File: config.mk
export PLATFORM = sky130hd
export DESIGN_NAME = regbus_xcvr
export DESIGN_NICKNAME = d
export VERILOG_FILES = /design/src/rtl/xcvr_pkg.sv /design/src/rtl/xcvr_store_reg.sv /design/src/rtl/xcvr_hazfree_mux.sv /design/src/rtl/xcvr_lane.sv /design/src/rtl/regbus_xcvr.sv
export SDC_FILE = /design/constraint.sdc
export NUM_CORES = 1
export LEC_CHECK = 0
export BUFFER_PORTS_ARGS = -buffer_cell sky130_fd_sc_hd__buf_4
export CAP_MARGIN = 10
export CORE_AREA = 3 3 70 72
export DETAILED_ROUTE_END_ITERATION = 10
export DIE_AREA = 0 0 73 75
export PLACE_DENSITY = 0.77
export SETUP_SLACK_MARGIN = 0.1
export SLEW_MARGIN = 20
export SYNTH_ARGS = -nofsm -noshare
export SYNTH_HDL_FRONTEND = slang
export SYNTH_SLANG_ARGS = --single-unit
File: constraint.sdc
create_clock -name clk -period 0.84 [get_ports clk]
set_input_delay 0.126 -clock clk [delete_from_list [all_inputs] [get_ports clk]]
set_output_delay 0.126 -clock clk [all_outputs]
set_load 0.01 [all_outputs]
File: src/rtl/xcvr_pkg.sv
package xcvr_pkg;
  typedef struct packed {
    logic oe_n;
    logic dir;
    logic sel_ab;
    logic sel_ba;
    logic cap_ab;
    logic cap_ba;
  } lane_ctrl_t;
endpackage

File: src/rtl/xcvr_store_reg.sv
module xcvr_store_reg #(
  parameter int W = 8
) (
  input  logic         clk,
  input  logic         rst,
  input  logic         cap,
  input  logic [W-1:0] d,
  output logic [W-1:0] q
);
  always_ff @(posedge clk) begin
    if (rst)      q <= '0;
    else if (cap) q <= d;
  end
endmodule

File: src/rtl/xcvr_hazfree_mux.sv
module xcvr_hazfree_mux #(
  parameter int W = 8
) (
  input  logic         sel,
  input  logic [W-1:0] live,
  input  logic [W-1:0] stored,
  output logic [W-1:0] y
);
  // consensus term keeps y steady when live and stored agree across a select flip
  always_comb begin
    y = ({W{~sel}} & live) | ({W{sel}} & stored) | (live & stored);
  end
endmodule

File: src/rtl/xcvr_lane.sv
module xcvr_lane
  import xcvr_pkg::*;
#(
  parameter int W = 8
) (
  input  logic         clk,
  input  logic         rst,
  input  lane_ctrl_t   ctrl,
  input  logic [W-1:0] a_in,
  input  logic [W-1:0] b_in,
  output logic [W-1:0] a_out,
  output logic [W-1:0] b_out,
  output logic         a_drive,
  output logic         b_drive
);
  logic [W-1:0] q_ab, q_ba;

  xcvr_store_reg #(.W(W)) u_reg_ab (
    .clk(clk), .rst(rst), .cap(ctrl.cap_ab), .d(a_in), .q(q_ab));
  xcvr_store_reg #(.W(W)) u_reg_ba (
    .clk(clk), .rst(rst), .cap(ctrl.cap_ba), .d(b_in), .q(q_ba));

  xcvr_hazfree_mux #(.W(W)) u_mux_b (
    .sel(ctrl.sel_ab), .live(a_in), .stored(q_ab), .y(b_out));
  xcvr_hazfree_mux #(.W(W)) u_mux_a (
    .sel(ctrl.sel_ba), .live(b_in), .stored(q_ba), .y(a_out));

  always_comb begin
    b_drive = ~ctrl.oe_n & ctrl.dir;
    a_drive = ~ctrl.oe_n & ~ctrl.dir;
  end
endmodule

File: src/rtl/regbus_xcvr.sv
module regbus_xcvr
  import xcvr_pkg::*;
#(
  parameter int LANE_W    = 8,
  parameter int LANES     = 2,
  parameter bit TIE_LANES = 1'b0
) (
  input  logic                    clk,
  input  logic                    rst,
  input  logic [LANES*LANE_W-1:0] a_in,
  input  logic [LANES*LANE_W-1:0] b_in,
  input  logic [LANES-1:0]        oe_n,
  input  logic [LANES-1:0]        dir,
  input  logic [LANES-1:0]        sel_ab,
  input  logic [LANES-1:0]        sel_ba,
  input  logic [LANES-1:0]        cap_ab,
  input  logic [LANES-1:0]        cap_ba,
  output logic [LANES*LANE_W-1:0] a_out,
  output logic [LANES*LANE_W-1:0] b_out,
  output logic [LANES-1:0]        a_drive,
  output logic [LANES-1:0]        b_drive
);
  for (genvar l = 0; l < LANES; l++) begin : g_lane
    localparam int CI = TIE_LANES ? 0 : l;
    lane_ctrl_t ctrl;
    always_comb begin
      ctrl.oe_n   = oe_n[CI];
      ctrl.dir    = dir[CI];
      ctrl.sel_ab = sel_ab[CI];
      ctrl.sel_ba = sel_ba[CI];
      ctrl.cap_ab = cap_ab[CI];
      ctrl.cap_ba = cap_ba[CI];
    end
    xcvr_lane #(.W(LANE_W)) u_lane (
      .clk    (clk),
      .rst    (rst),
      .ctrl   (ctrl),
      .a_in   (a_in[l*LANE_W +: LANE_W]),
      .b_in   (b_in[l*LANE_W +: LANE_W]),
      .a_out  (a_out[l*LANE_W +: LANE_W]),
      .b_out  (b_out[l*LANE_W +: LANE_W]),
      .a_drive(a_drive[l]),
      .b_drive(b_drive[l])
    );
  end
endmodule

==> run summary <==
Yosys top cell area share - 0.373
Vias in the first global route - 1200
Worst Setup Slack, final - -0.267 ns
Startpoint Class - register
Post-synth EDFFs - 0
Hold endpoint - g_lane[0].u_lane.u_reg_ba.q[1]
First-pass GRT wire length - 5.42 mm
Reg area - 681 sq um
Lkg Pwr - 1.28 nW
DR vias - 1286
R2r startpoint - g_lane[0].u_lane.u_reg_ab.q[6]
Pwr dens - 1540 nW/um^2
Final Non-Filler Cells - 274
Main combinational cell family by area after synthesis - multiplexers
Via density - 4.69
Total CTS buffers - 5
Initial DRC Count - 43
CTS Sinks - 32
Placer Congestion - 0.665
I/O pin count - 82
Final ANT Viol Nets - 0
First-pass iteration count of the detailed router - 4
Fmax - 0.903 GHz
Met2 Usage GRT - 0.211
Tcrit/Tclk final - 1.32
Dpl cells - 265
DR DRC count - 0
Syn_area_per_cell - 11.7 sq um
Most frequent cell after synthesis - nor2_1
Die W - 73 um
Crit. Startpoint - g_lane[0].u_lane.u_reg_ba.q[2]
TNS Setup - -8.03 ns
Violated checks - negative setup slack
Max cap viols - 0
Filler instances - 403
CTS tree - built
Cell taking the most area after synthesis - dfxtp_1
Post-synthesis mux area share - 0.466
Final Core Density - 0.577
Tot Pwr - 3.87 mW
R2R Setup Slk - 0.09 ns
Layout cell share with drive strength beyond 1 - 0.685
Mapped cell area - 1720 sq um
Final Skew - 0 ns
N_diodes - 0
Final setup fails - 32
Slew Limit Fails - 0
Peak fanout along the critical path - 2
Worst min-delay path class - input port to register
Met3 GRT Util - 0.0467
Area occupied by multi-input gates - 941 sq um
Initial antenna violation count - 0
Final net count - 267
Root buffer selected by CTS - clkbuf_8
Final hold violations - 0
Least-Margin Pin Slew - 0.331 ns
All-Layer GR Usage - 0.128
Critical path class - register to primary output
Yosys reg bits - 32
Routed WL - 3.51 mm
CP Capture Type - primary output
Worst reg2reg path depth - 3
Area Growth Syn to Fin - 46.4%
Max Root-Sink Buffers - 2
Initial core utilization - 0.394
RSZ-0062 raised after global routing - true
Outcome - finished with violations
Clk slew on worst S/H paths - 0.07 ns
Most common library cells after synthesis - nor2_1 (34), dfxtp_1 (32), mux2_4 (32), mux2i_1 (32), buf_6 (8)
Req. time, crit path - 0.71 ns
CTS H-tree lvls - 2
Clk_lat worst skew - 0.27 ns
Tmin final - 1.11 ns
M1 GR Usage - 0.155
Core area - 4350 sq um
WHS Path Cells - 3
Syn_nets - 193
Max VDD drop - 953 uV
Post-Syn Instances - 147
Seq/Total Area, Yosys - 0.373
HP Start - b_in[1]
Row count - 24
CP arrival - 0.98 ns
DIE HEIGHT - 75 um
Routed WL per cell - 12.8 um
Rel. slew slack - 0.779
GRT busiest layer - met2
Syn. warnings - 0
Post-Synth Simple-Gate Area - 0.0816
Post-detail-place hpwl - 2.58 mm
Post-synth cell types - 8
Post-Synth XOR/XNOR Area - 0
Top FF cell, synth - dfxtp_1
IO Port Bufs - 81
GRT Residual Overflow - 0
Area contributors post-synth - dfxtp_1 (37%), mux2_4 (28%), mux2i_1 (19%), nor2_1 (7.4%), buf_6 (5.2%)
Worst flop-to-flop path endpoint - g_lane[0].u_lane.u_reg_ab.q[6]
Post-Synth Adder-Cell Area - 0
Die ar. - 5480 sq um
FFs w/ async S/R, synth - 0
Largest net degree at the start of global routing - 33
Post-synthesis compound-gate area fraction - 0
## per-stage QoR
stage          cell area, sq um  hold WS [ns]  worst slack (ns)
3_3_place_gp               2250         0.368           -0.0590
3_5_place_dp               2250         0.377           -0.0598
6_report                   2510        0.0933            -0.267
5_1_grt                    2510        0.0931            -0.306
2_1_floorplan              1720         0.198             0.147
4_1_cts                    2500        0.0861            -0.277
## worst max-delay path, cell delays in order (launching register included)
cell     delay (ns)
dfxtp_2        0.32
mux2_4         0.26
buf_6          0.12
## flip-flops by register name, indices dropped and copies added (netlist names)
signal and cells:
g_lane.u_lane.u_reg_ab.q 16, g_lane.u_lane.u_reg_ba.q 16
## placed cells by master, fill, tap and decap left out
cell / instances
clkbuf_1: 2
mux2_4: 32
nor2b_1: 2
dfxtp_2: 32
clkbuf_8: 6
buf_6: 32
nor2_1: 34
mux2i_1: 32
buf_4: 50
## cell families after synthesis
logic type / count (synthesis)
buf+inv: 15
mux: 64
simple gates: 36
flops: 32
## final cells by class
class                   instances  share of cell area
clock buffers                   8              0.0359
multi-input cells             100               0.375
flip-flops and latches         32               0.271
well taps                      52              0.0259
repair buffers                 82               0.293
## worst max-delay path by stage
| stage | to | slack, ns |
|---|---|---|
| 2_1_floorplan | a_out[0] | 0.15 |
| 3_3_place_gp | a_out[15] | -0.06 |
| 3_5_place_dp | b_out[7] | -0.06 |
| 4_1_cts | a_out[2] | -0.28 |
| 5_1_grt | a_out[2] | -0.31 |
| 6_report | a_out[2] | -0.27 |
## where the power goes
part	internal, mW	switching (mW)
logic	0.644	0.371
clock network	0.667	0.519
registers	1.63	0.0441
total	2.94	0.934
## timing repair
action / CTS / global route
hold buffers: 0 / 0
setup endpoints to repair: 32 / 32
pin swaps: 0 / 1
setup buffers: 0 / 1
resized for setup: 64 / 0
## per-layer routing
| layer | vias up | wire length (um) | share of wire |
|---|---|---|---|
| li1 | 637 | - | - |
| met1 | 590 | 1430 | 0.41 |
| met3 | 7 | 286 | 0.082 |
| met4 | 0 | 59 | 0.017 |
| met5 | - | 0 | 0 |
| met2 | 52 | 1730 | 0.49 |
No activity file was read; power rests on OpenSTA's default activity.
